==> src/rtl/wlb_pkg.sv <==
package wlb_pkg;
  typedef enum logic [1:0] {
    XF_READ  = 2'b00,
    XF_SNOOP = 2'b01,
    XF_WBACK = 2'b10,
    XF_RSVD  = 2'b11
  } xfer_e;

  // Writebacks always begin at sub-block zero; all other kinds begin at the critical index.
  function automatic logic fixed_start(input logic [1:0] kind);
    return kind == XF_WBACK;
  endfunction
endpackage

==> src/rtl/wlb_store.sv <==
module wlb_store #(
  parameter int DATA_W = 128,
  parameter int NSUB   = 4,
  localparam int IDX_W = $clog2(NSUB)
) (
  input  logic              clk,
  input  logic              rst,
  input  logic              wr_en,
  input  logic [IDX_W-1:0]  wr_idx,
  input  logic [DATA_W-1:0] wr_data,
  input  logic              lock,
  input  logic              clr,
  input  logic              rd_en,
  input  logic [IDX_W-1:0]  rd_idx,
  output logic [DATA_W-1:0] rd_data,
  output logic              full
);
  logic [DATA_W-1:0] mem [NSUB];
  logic [NSUB-1:0]   vld;
  logic              wr_ok;

  assign wr_ok = wr_en && !lock;
  assign full  = &vld;

  // Plain RAM: synchronous write, registered read, no reset on data.
  always_ff @(posedge clk) begin
    if (wr_ok) mem[wr_idx] <= wr_data;
    if (rd_en) rd_data <= mem[rd_idx];
  end

  always_ff @(posedge clk) begin
    if (rst) begin
      vld <= '0;
    end else if (clr) begin
      vld <= '0;
    end else if (wr_ok) begin
      vld[wr_idx] <= 1'b1;
    end
  end


  lock_keeps_vld_chk: assert property (@(posedge clk) disable iff (rst)
    (lock && !clr) |=> $stable(vld));


  clr_empties_chk: assert property (@(posedge clk) disable iff (rst)
    clr |=> (vld == '0));
endmodule

==> src/rtl/wlb_seq.sv <==
module wlb_seq
  import wlb_pkg::*;
#(
  parameter int NSUB   = 4,
  localparam int IDX_W = $clog2(NSUB),
  localparam logic [IDX_W-1:0] LAST_CNT = IDX_W'(NSUB - 1)
) (
  input  logic             clk,
  input  logic             rst,
  input  logic             full,
  input  logic             req_valid,
  input  logic [1:0]       req_type,
  input  logic [IDX_W-1:0] req_idx,
  input  logic             out_ready,
  output logic             req_ready,
  output logic             busy,
  output logic             out_valid,
  output logic [IDX_W-1:0] out_idx,
  output logic             out_last,
  output logic             rd_en,
  output logic [IDX_W-1:0] rd_idx,
  output logic             clr
);
  logic             load, adv;
  logic [IDX_W-1:0] start, nxt;
  logic [IDX_W-1:0] cnt;

  assign req_ready = full && !busy;
  assign load      = req_valid && req_ready;
  assign adv       = out_valid && out_ready;
  assign start     = fixed_start(req_type) ? '0 : req_idx;
  // NSUB is a power of two, so the increment wraps at the line boundary.
  assign nxt       = out_idx + 1'b1;
  assign clr       = adv && out_last;

  always_comb begin
    rd_en  = 1'b0;
    rd_idx = start;
    if (load) begin
      rd_en = 1'b1;
    end else if (adv && !out_last) begin
      rd_en  = 1'b1;
      rd_idx = nxt;
    end
  end

  always_ff @(posedge clk) begin
    if (rst) begin
      busy      <= 1'b0;
      out_valid <= 1'b0;
      out_idx   <= '0;
      out_last  <= 1'b0;
      cnt       <= '0;
    end else if (load) begin
      busy      <= 1'b1;
      out_valid <= 1'b1;
      out_idx   <= start;
      out_last  <= (LAST_CNT == '0);
      cnt       <= '0;
    end else if (adv) begin
      if (out_last) begin
        busy      <= 1'b0;
        out_valid <= 1'b0;
        out_last  <= 1'b0;
      end else begin
        out_idx  <= nxt;
        cnt      <= cnt + 1'b1;
        out_last <= (cnt + 1'b1 == LAST_CNT);
      end
    end
  end


  load_starts_chk: assert property (@(posedge clk) disable iff (rst)
    load |=> (busy && out_valid));


  wback_zero_chk: assert property (@(posedge clk) disable iff (rst)
    (load && req_type == 2'b10) |=> (out_idx == '0));


  wrap_step_chk: assert property (@(posedge clk) disable iff (rst)
    (adv && !out_last) |=> (out_valid && out_idx == IDX_W'($past(out_idx) + 1'b1)));


  hold_beat_chk: assert property (@(posedge clk) disable iff (rst)
    (out_valid && !out_ready) |=> (out_valid && $stable(out_idx) && $stable(out_last)));


  last_ends_chk: assert property (@(posedge clk) disable iff (rst)
    (adv && out_last) |=> (!out_valid && !busy));
endmodule

==> src/rtl/wrap_line_buf.sv <==
module wrap_line_buf #(
  parameter int DATA_W = 128,
  parameter int NSUB   = 4,
  localparam int IDX_W = $clog2(NSUB)
) (
  input  logic              clk,
  input  logic              rst,
  input  logic              wr_en,
  input  logic [IDX_W-1:0]  wr_idx,
  input  logic [DATA_W-1:0] wr_data,
  input  logic              req_valid,
  input  logic [1:0]        req_type,
  input  logic [IDX_W-1:0]  req_idx,
  output logic              req_ready,
  output logic              busy,
  output logic              out_valid,
  input  logic              out_ready,
  output logic [DATA_W-1:0] out_data,
  output logic [IDX_W-1:0]  out_idx,
  output logic              out_last
);
  logic             full, clr, rd_en;
  logic [IDX_W-1:0] rd_idx;

  wlb_seq #(.NSUB(NSUB)) u_seq (
    .clk(clk), .rst(rst), .full(full),
    .req_valid(req_valid), .req_type(req_type), .req_idx(req_idx),
    .out_ready(out_ready), .req_ready(req_ready), .busy(busy),
    .out_valid(out_valid), .out_idx(out_idx), .out_last(out_last),
    .rd_en(rd_en), .rd_idx(rd_idx), .clr(clr)
  );

  wlb_store #(.DATA_W(DATA_W), .NSUB(NSUB)) u_store (
    .clk(clk), .rst(rst), .wr_en(wr_en), .wr_idx(wr_idx), .wr_data(wr_data),
    .lock(busy), .clr(clr), .rd_en(rd_en), .rd_idx(rd_idx),
    .rd_data(out_data), .full(full)
  );


  idle_no_beat_chk: assert property (@(posedge clk) disable iff (rst)
    (!busy && !(req_valid && req_ready)) |=> !out_valid);
endmodule

==> config.mk <==
export PLATFORM = sky130hd
export DESIGN_NAME = wrap_line_buf
export DESIGN_NICKNAME = d
export VERILOG_FILES = /design/src/rtl/wlb_pkg.sv /design/src/rtl/wlb_store.sv /design/src/rtl/wlb_seq.sv /design/src/rtl/wrap_line_buf.sv
export SDC_FILE = /design/constraint.sdc
export NUM_CORES = 1
export LEC_CHECK = 0
export BUFFER_PORTS_ARGS = -buffer_cell sky130_fd_sc_hd__buf_2
export CAP_MARGIN = 20
export CELL_PAD_IN_SITES_DETAIL_PLACEMENT = 0
export CELL_PAD_IN_SITES_GLOBAL_PLACEMENT = 1
export CORE_MARGIN = 8
export CORE_UTILIZATION = 52
export CTS_CLUSTER_DIAMETER = 100
export CTS_CLUSTER_SIZE = 10
export DETAILED_ROUTE_END_ITERATION = 16
export GPL_ROUTABILITY_DRIVEN = 0
export PLACE_DENSITY_LB_ADDON = 0.05
export SLEW_MARGIN = 20
export SYNTH_ARGS = -nofsm -noshare
export SYNTH_HDL_FRONTEND = slang
export SYNTH_SLANG_ARGS = --single-unit
==> constraint.sdc <==
create_clock -name clk -period 25 [get_ports clk]
set_input_delay 5 -clock clk [delete_from_list [all_inputs] [get_ports clk]]
set_output_delay 5 -clock clk [all_outputs]
set_load 0.005 [all_outputs]
==> impl_results.md, run 1 <==
* Status: completed
* Avg WL per Cell at 22.0 µm
* Yosys warnings at 0
* Overall global routing resource usage at 16.6%
* Req. time, crit path at 25.29 ns
* Min Clock Period, post-route at 7.94 ns
* Final WL at 45200 µm
* Yosys top cell area share at 80.1%
* WHS at 0.464 ns
* Buffers & Inverters on Critical Path at 3
* I/O pin total at 273
* Unrepaired setup endpoints after global routing: false
* Vias in the first global route at 11200
* Max incr delay on CP at 0.86 ns
* Gate Count Post-Synth at 1122
* Relative slew margins at 24.1%
* Clock Latency Late Sink at 0.58 ns
* FMAX at 126 MHz
* Synth top area cells: edfxtp_1 80%, mux2i_1 16%, dfxtp_1 0.83%, buf_6 0.80%, buf_8 0.63%
* Worst R2R End: u_store.rd_data[87]
* Total negative setup slack at 0 ns
* CP delay by family, top: buffers and inverters
* Filler Cell Count at 3298
* Hold path endpoint: u_store.vld[0]
* WP data arrival at 8.23 ns
* Post-layout nets at 1577
* CP startpoint kind: input pin
* Clk slew on worst S/H paths at 0.05 ns
* Synth Area per Inst at 21.4 µm²
* Crit-path max FO at 56
* Post-synthesis sequential area ratio at 80.9%
* Mux cell area share after synthesis at 16.0%
* Final HPWL DP at 24700 µm
* Hold crit path type: reg -> reg
* Post-CTS sizing at 0
* FF-to-FF path depth at 6
* Initial Util at 52.8%
* Maximum vdd drop at 0.0000499 V
* Simple-gate share of the synthesized area at 0.693%
* Synth Net Count at 1262
* Leak at 10.6 nW
* Worst reg2reg path startpoint: u_seq.busy
* Post-DRT Antenna Nets at 0
* Setup Crit Path Kind: in -> reg
* Die X at 231 µm
* Compound-Gate Fraction of Synth Area at 0.433%
* Layout cells sized above 1 at 25.6%
* Pin count of the biggest net entering global routing at 133
* Core Box Area at 45500 µm²
* R2r setup slk at 21.05 ns
* Final Max Tran Viols at 0
* Hold wc startpoint: u_store.vld[0]
* Final Util at 61.4%
* TritonCTS Sinks at 650
* Largest family of logic cells by synthesized area: multiplexers
* Count of final hold-check violations at 0
* Die area at 53300 µm²
* #FFs+latches synth at 650
* Worst slew pin tran at 1.14 ns
* Final setup margin at 17.06 ns
* Critical path depth in cells at 7
* Clock buffer depth at 3
* Die Span Y at 231 µm
* # DRC at 0
* Post-CTS setup buffer count at 0
* Pre-antenna DRT Iters at 5
* XOR/XNOR Fraction of Synth Area at 0.0730%
* Row count at 78
* CTS H-tree depth at 3
* Detailed router's first-iteration violation count at 671
* Crit path cell chain: buf_2 > nand2b_1 > a31oi_4 > buf_4 > buf_4 > mux2i_1 > mux2i_1
* Area delta synth->final at 16.3%
* Vias at 10900
* First-pass GRT wire length at 67000 µm
* CTS Buf Count at 74
* Via density at 5.31
* Max-cap viol count at 0
* Hold path depth at 1
* Final Cycle Share at 31.8%
* I/O Buffers at 272
* Initial antenna violation count at 15
* Pre-CTS setup slack at 16.44 ns
* Synth Cell Area at 24000 µm²
* Power per cell area at 81.4 nW/µm²
* Hold_buf cts at 0
* Clk_skew at 0.0180 ns
* CP endpoint kind: flop
* CTS tree: yes
* CP max stage cell: buf_4
* GRT overflow at 0
* Synth area leader: edfxtp_1
* Non-filler cells, final at 2061
* Final setup fails at 0
* Unique masters post-synth at 32
* Synthesized-area fraction occupied by adder cells at 0.0521%
* Root Buffer: clkbuf_16
* Cell Count Post-Placement at 1961
-- registers in the layout (all words and copies together) (netlist names) --
signal	cells
u_seq.busy	1
u_seq.out_idx	2
u_store.mem	512
u_seq.cnt	2
u_seq.out_last	1
u_store.vld	4
u_store.rd_data	128
-- cell usage in the layout (no fill, tap or decap), types with 2 or more instances in the layout --
cell / instances
edfxtp_1: 640
mux2i_1: 384
buf_2: 272
clkbuf_16: 79
clkbuf_1: 14
dfxtp_1: 10
diode_2: 6
nand2_1: 6
buf_4: 6
buf_12: 5
nor2_1: 4
o21a_1: 4
xnor2_1: 2
nand3_1: 2
nor2_4: 2
nor3b_2: 2
a31oi_1: 2
nor3_1: 2
a21oi_1: 2
-- how the worst max path moves through the flow --
stage                start             endpoint  slack [ns]
2_1_floorplan        wr_en    u_store.mem[0][0]        9.63
3_3_place_gp   req_type[0]  u_store.rd_data[89]       16.50
3_5_place_dp   req_type[0]  u_store.rd_data[94]       16.44
4_1_cts        req_type[0]  u_store.rd_data[94]       17.07
5_1_grt          out_ready  u_store.rd_data[73]       16.87
6_report       req_type[0]  u_store.rd_data[87]       17.06
-- cell type report --
cell class | count | area, µm² | area share (%)
flip-flops and latches | 650 | 19400 | 69.6
multi-input cells | 427 | 4180 | 15.0
clock buffers | 93 | 2030 | 7.27
repair buffers | 283 | 1510 | 5.40
well taps | 600 | 751 | 2.69
diodes | 6 | 15.0 | 0.0538
clock inverters | 1 | 8.76 | 0.0314
inverters | 1 | 3.75 | 0.0134
-- power breakdown --
group / switching (W) / total, W / internal (W)
Clock: 0.000374 / 0.000934 / 0.000560
Sequential: 0.00000544 / 0.00124 / 0.00123
Combinational: 0.0000594 / 0.000101 / 0.0000419
Total: 0.000439 / 0.00227 / 0.00183
-- layer usage --
| metal | global-route usage, % | vias to the layer above | share of wire, % |
|---|---|---|---|
| met5 | 0 | - | 0.23 |
| met4 | 5.82 | 18 | 2.1 |
| met3 | 5.38 | 76 | 6.8 |
| met2 | 27.1 | 264 | 49 |
| met1 | 20.7 | 5491 | 42 |
| li1 | - | 5089 | - |
-- synthesized netlist by cell type --
library cell,n
nand3b_4,1
mux2i_1,384
and2_1,1
o21ai_1,1
nor2_1,6
buf_4,3
buf_6,17
nand2_1,6
nor3b_1,2
nand3_1,2
a2111oi_0,1
ha_1,1
o22a_1,1
and4bb_4,1
a211oi_1,1
nand2b_1,1
buf_2,14
a31oi_4,1
inv_1,1
nor3b_2,1
nand4_1,1
dfxtp_1,10
buf_8,10
nor2b_1,1
or2_2,1
edfxtp_1,640
and3_1,1
xnor2_1,2
nor3_1,2
o21a_1,4
a21oi_1,2
a31oi_1,2
-- stage by stage --
step | instance area [µm²] | power (W)
global route | 27900 | 0.00235
floorplan | 24000 | 0.00133
detailed placement | 25900 | 0.00136
CTS | 27900 | 0.00230
finish | 27900 | 0.00227
global placement | 25900 | 0.00136
-- cells by family (layout without fill, tap and decap cells) --
logic type | after synthesis | count (layout)
buffers and inverters | 45 | 378
adder cells (fa/ha/maj) | 1 | 1
flip-flops | 650 | 650
AND/OR/NAND/NOR | 27 | 27
multiplexers | 384 | 384
XOR/XNOR | 2 | 2
other | 0 | 6
AO/OA/AOI/OAI | 13 | 13
Power figures use the tool's default switching activity.
==> run 2: changes to the inputs <==
CORE_UTILIZATION = 51   (was 52)
clock period = 7.52 ns   (was 25 ns; I/O delays follow)
==> impl_results.md, run 2 (same netlist as run 1, synthesis figures left out) <==
* Die X at 233 µm (+0.91%)
* Detailed router's first-iteration violation count at 611 (-8.9%)
* WHS at 0.466 ns (+0.00211 ns)
* Commonest non-fill, non-tap cell in the layout: edfxtp_1
* First-pass GRT wire length at 67600 µm (+0.94%)
* Largest regs: u_store.mem (512), u_store.rd_data (128), u_store.vld (4)
* FMAX at 285 MHz
* Root Buffer: clkbuf_16
* Crit-path max FO at 52 (-7.1%)
* Final setup margin at 4.01 ns (-13.05 ns)
* Count of final hold-check violations at 0 (unchanged)
* Final Max Tran Viols at 0 (unchanged)
* CP max stage cell: or2_4
* Final Cycle Share at 46.7%
* Pin count of the biggest net entering global routing at 130 (-2.3%)
* Post-layout nets at 1580 (+0.19%)
* Layout cells sized above 1 at 25.8% (+0.15 points)
* # DRC at 0 (unchanged)
* Unrepaired setup endpoints after global routing: false
* Initial Util at 51.7% (-1.1 points)
* Core Box Area at 46500 µm² (+2.2%)
* CP startpoint kind: input pin
* Pre-antenna DRT Iters at 7 (+2)
* Initial antenna violation count at 9 (-6)
* Post-CTS sizing at 0 (unchanged)
* Cell Count Post-Placement at 1970 (+0.46%)
* Setup Crit Path Kind: in -> reg
* Via density at 5.30 (-0.11%)
* Pre-CTS setup slack at 3.11 ns (-13.33 ns)
* Power per cell area at 270 nW/µm² (+230%)
* Vias in the first global route at 11100 (-1.0%)
* Final setup fails at 0 (unchanged)
* Worst slew pin tran at 0.986 ns (-0.153 ns)
* Leak at 10.6 nW (+0.31%)
* Clock Latency Late Sink at 0.59 ns (about the same)
* GRT overflow at 0 (unchanged)
* Clock buffer depth at 3 (unchanged)
* FF-to-FF path depth at 4 (-2)
* Non-filler cells, final at 2067 (+0.29%)
* Crit path cell chain: buf_2 > nor3b_2 > or2_4 > buf_4
* Hold crit path type: reg -> reg
* Worst Setup SP: req_valid
* Post-DRT Antenna Nets at 0 (unchanged)
* Overall global routing resource usage at 16.7% (+0.11 points)
* Largest register by flop count: u_store.mem
* Max incr delay on CP at 0.83 ns (-0.03 ns)
* TritonCTS Sinks at 650 (unchanged)
* Worst reg2reg path startpoint: u_store.vld[0]
* Clk slew on worst S/H paths at 0.05 ns (about the same)
* Final HPWL DP at 25100 µm (+1.7%)
* CTS Buf Count at 74 (unchanged)
* Min Clock Period, post-route at 3.51 ns
* Final Util at 60.2% (-1.1 points)
* Vias at 11000 (+0.18%)
* Worst R2R End: u_store.rd_data[79]
* Final WL at 46000 µm (+1.6%)
* Die Span Y at 233 µm (+0.91%)
* Most frequent cells in the layout: 640 x edfxtp_1, 384 x mux2i_1, 272 x buf_2
* CP Capture Point: u_store.rd_data[79]
* Relative slew margins at 34.3% (+10 points)
* CP delay by family, top: simple AND/OR/NAND/NOR gates
* Maximum vdd drop at 0.000179 V (+260%)
* Clk_skew at 0.0179 ns (-0.000129 ns)
* Max-cap viol count at 0 (unchanged)
* CP endpoint kind: flop
* Req. time, crit path at 7.73 ns (-17.56 ns)
* Total negative setup slack at 0 ns (unchanged)
* Die area at 54300 µm² (+1.8%)
* Largest register FFs at 512 (unchanged)
* I/O pin total at 273 (unchanged)
* Critical path depth in cells at 4 (-3)
* Row count at 79 (+1.3%)
* WP data arrival at 3.72 ns (-4.51 ns)
* Avg WL per Cell at 22.2 µm (+1.3%)
* Area delta synth->final at 16.6%
* CTS H-tree depth at 3 (unchanged)
* Post-CTS setup buffer count at 0 (unchanged)
* I/O Buffers at 272 (unchanged)
* Status: completed
* CTS tree: yes
* Buffers & Inverters on Critical Path at 2 (-1)
* R2r setup slk at 4.42 ns (-16.63 ns)
* Hold_buf cts at 0 (unchanged)
==> run 2: changes by cell type in the layout (fill, tap and decap cells not counted) <==
cell	previous run	this run
diode_2	6	2
buf_12	5	7
buf_16	0	1
nor3b_2	2	1
nor3b_4	0	1
==> run 2: report_power, final <==
part	switching (W)	leakage [nW]	total [W]	internal (W)
Combinational	0.000198	3.69	0.000339	0.000140
Clock	0.00126	0.995	0.00312	0.00186
Sequential	0.0000181	5.93	0.00411	0.00409
==> run 2: final cells by class <==
class	count	area, µm²
antenna	2	5.00
clock buffer	93	2030
clock inverter	1	8.76
fill	3438	18500
inverter	1	3.75
multi-input combinational	427	4190
sequential	650	19400
tap	607	759
timing repair buffer	286	1570
==> run 2: per-stage QoR <==
step / instance area (µm²) / power (W)
after floorplan: 24000 / 0.00442
after global placement: 25900 / 0.00452
after detailed placement: 25900 / 0.00453
after CTS: 28000 / 0.00767
after global routing: 28000 / 0.00783
final: 28000 / 0.00757
==> run 2: how the worst min path moves through the flow <==
stage / slack [ns] / cells past startpoint / startpoint / endpoint
floorplan: 0.44 / 1 / u_store.vld[3] / u_store.vld[3]
global placement: 0.45 / 1 / u_store.vld[1] / u_store.vld[1]
detailed placement: 0.46 / 1 / u_store.vld[2] / u_store.vld[2]
CTS: 0.47 / 1 / u_store.vld[2] / u_store.vld[2]
global route: 0.49 / 1 / u_store.vld[3] / u_store.vld[3]
finish: 0.47 / 1 / u_store.vld[2] / u_store.vld[2]
==> run 2: routing by layer <==
metal | GRT usage, % | share of wire (%) | vias up
met5 | 0 | 0.22 | -
met4 | 5.77 | 2.0 | 16
met3 | 4.73 | 6.8 | 87
met2 | 27.2 | 49 | 277
met1 | 21.4 | 42 | 5490
li1 | - | - | 5088
==> run 3: changes to the inputs <==
clock period = 3.35 ns   (was 7.52 ns; I/O delays follow)
==> impl_results.md, run 3 (same netlist as run 1, synthesis figures left out) <==
* WP data arrival at 2.72 ns (-1.00 ns)
* Critical path depth in cells at 6 (+2)
* Buffers & Inverters on Critical Path at 2 (unchanged)
* Highest routed layer: met5
* Relative slew margins at 44.8% (+11 points)
* I/O pin total at 273 (unchanged)
* FF-to-FF path depth at 6 (+2)
* Largest register FFs at 512 (unchanged)
* Layout cells sized above 1 at 27.1% (+1.4 points)
* Max-cap viol count at 0 (unchanged)
* Sw Ratio at 19.5% (about the same)
* Vias in the first global route at 11200 (+0.82%)
* Met3 Routed Length at 2860 µm (-8.6%)
* Vias at 11000 (+0.52%)
* Crit-path max FO at 74 (+42%)
* Met2 wire len at 22200 µm (-1.3%)
* Multi-input gate area at 4200 µm² (+0.18%)
* Overall global routing resource usage at 16.6% (-0.053 points)
* Final HPWL DP at 27600 µm (+10%)
* Detailed router's first-iteration violation count at 510 (-17%)
* Largest regs: u_store.mem (512), u_store.rd_data (128), u_store.vld (4)
* Area delta synth->final at 17.9%
* Hold path depth at 1 (unchanged)
* FMAX at 416 MHz
* Total negative setup slack at 0 ns (unchanged)
* Filler Cell Count at 3381 (-1.7%)
* Clock Latency Late Sink at 0.58 ns (about the same)
* Placed inst area at 26300 µm² (+1.5%)
* Clock buffer depth at 3 (unchanged)
* Pre-antenna DRT Iters at 4 (-3)
* CP startpoint kind: flop
* Cell Count Post-Placement at 1997 (+1.4%)
* Crit path cell chain: nand3b_4 > a31oi_4 > buf_12 > buf_12 > mux2i_1 > mux2i_1
* CP endpoint kind: flop
* Via density at 5.26 (-0.73%)
* Largest register by flop count: u_store.mem
* TritonCTS Sinks at 650 (unchanged)
* I/O Buffers at 272 (unchanged)
* Reg power frac at 54.6% (+0.3 points)
* Pint at 0.0136 W (+120%)
* Final WL at 45800 µm (-0.45%)
* Post-CTS sizing at 0 (unchanged)
* CTS H-tree depth at 3 (unchanged)
* Min Clock Period, post-route at 2.40 ns
* GRT overflow at 0 (unchanged)
* Post-CTS setup buffer count at 0 (unchanged)
* Req. time, crit path at 3.66 ns (-4.07 ns)
* Avg WL per Cell at 21.9 µm (-1.7%)
* Commonest non-fill, non-tap cell in the layout: edfxtp_1
* Final Max Tran Viols at 0 (unchanged)
* Core Box Area at 46500 µm² (unchanged)
* Status: completed
* Register area at 19400 µm² (unchanged)
* Leak at 10.8 nW (+1.5%)
* Most frequent cells in the layout: 640 x edfxtp_1, 384 x mux2i_1, 272 x buf_2
* Post-layout nets at 1606 (+1.6%)
* Final Cycle Share at 71.7%
* Max incr delay on CP at 0.63 ns (-0.20 ns)
* # DRC at 0 (unchanged)
* Net Sw Power at 0.00329 W (+120%)
* First-pass GRT wire length at 67300 µm (-0.37%)
* Initial Util at 51.7% (unchanged)
* Die area at 54300 µm² (unchanged)
* Maximum vdd drop at 0.000439 V (+140%)
* Non-filler cells, final at 2093 (+1.3%)
* Clk slew on worst S/H paths at 0.05 ns (about the same)
* Worst slew pin tran at 0.827 ns (-0.159 ns)
* Row count at 79 (unchanged)
* CP max stage cell: dfxtp_1
* Post-DRT Antenna Nets at 0 (unchanged)
* Die Span Y at 233 µm (unchanged)
* CP delay by family, top: flip-flops
* Die X at 233 µm (unchanged)
* Pin count of the biggest net entering global routing at 75 (-42%)
* CTS tree: yes
* Count of final hold-check violations at 0 (unchanged)
* Final setup fails at 0 (unchanged)
* Hold crit path type: in -> reg
* Unrepaired setup endpoints after global routing: false
* Initial antenna violation count at 15 (+6)
* Setup Crit Path Kind: reg -> reg
* Clk_skew at 0.0154 ns (-0.00252 ns)
* Pwr Total at 0.0169 W (+120%)
* DRT met1 WL at 19800 µm (+2.3%)
* Hold_buf cts at 0 (unchanged)
* Fin area at 28300 µm² (+1.1%)
* Clock network fraction of design power at 40.7% (-0.5 points)
* Root Buffer: clkbuf_16
* Power per cell area at 597 nW/µm² (+120%)
* Comb pwr share at 4.7% (+0.2 points)
* CTS Buf Count at 74 (unchanged)
* WHS at 0.299 ns (-0.167 ns)
-- run 3: changes by cell type in the layout (fill, tap and decap cells not counted), moves of 2 or more --
cell,before,now
diode_2,2,5
buf_12,7,21
buf_4,6,19
clkbuf_16,79,77
clkbuf_1,14,12
-- run 3: stage by stage --
stage | util (%) | setup WS [ns]
5_1_grt | 60.9 | 0.763
3_3_place_gp | 56.6 | 0.808
6_report | 60.9 | 0.948
4_1_cts | 60.9 | 0.958
2_1_floorplan | - | -1.19
3_5_place_dp | 56.6 | 0.782
-- run 3: worst reg2reg max path, stage by stage (launching register included) --
cell      delay (ns)
dfxtp_1         0.63
nand3b_4        0.21
a31oi_4         0.23
buf_12          0.21
buf_12          0.41
mux2i_1         0.37
mux2i_1         0.09
-- run 3: final cells by class --
type	count	area share, %
Timing Repair Buffer	312	6.80
Inverter	1	0.0133
Antenna cell	5	0.0442
Tap cell	607	2.68
Clock inverter	2	0.0619
Clock buffer	89	6.97
Multi-Input combinational cell	427	14.8
Sequential cell	650	68.6
-- run 3: final timing paths --
kind	start	endpoint	slack [ns]
max	u_seq.busy	u_store.rd_data[95]	0.95
min	wr_data[9]	u_store.mem[2][9]	0.30
max reg2reg	u_seq.busy	u_store.rd_data[95]	0.95
min reg2reg	u_store.vld[1]	u_store.vld[1]	0.46
-- run 3: metal layers --
metal	GRT usage, %	vias to the layer above
met3	5.24	83
met2	26.8	229
met1	21.3	5539
met4	5.59	20
li1	-	5144
met5	0	-
-- run 3: power groups by stage --
stage,clock network (W),registers (W),logic [W]
floorplan,0,0.00939,0.000528
global placement,0,0.00938,0.000796
detailed placement,0,0.00939,0.000816
CTS,0.00709,0.00922,0.000818
global route,0.00738,0.00923,0.000874
finish,0.00687,0.00922,0.000799
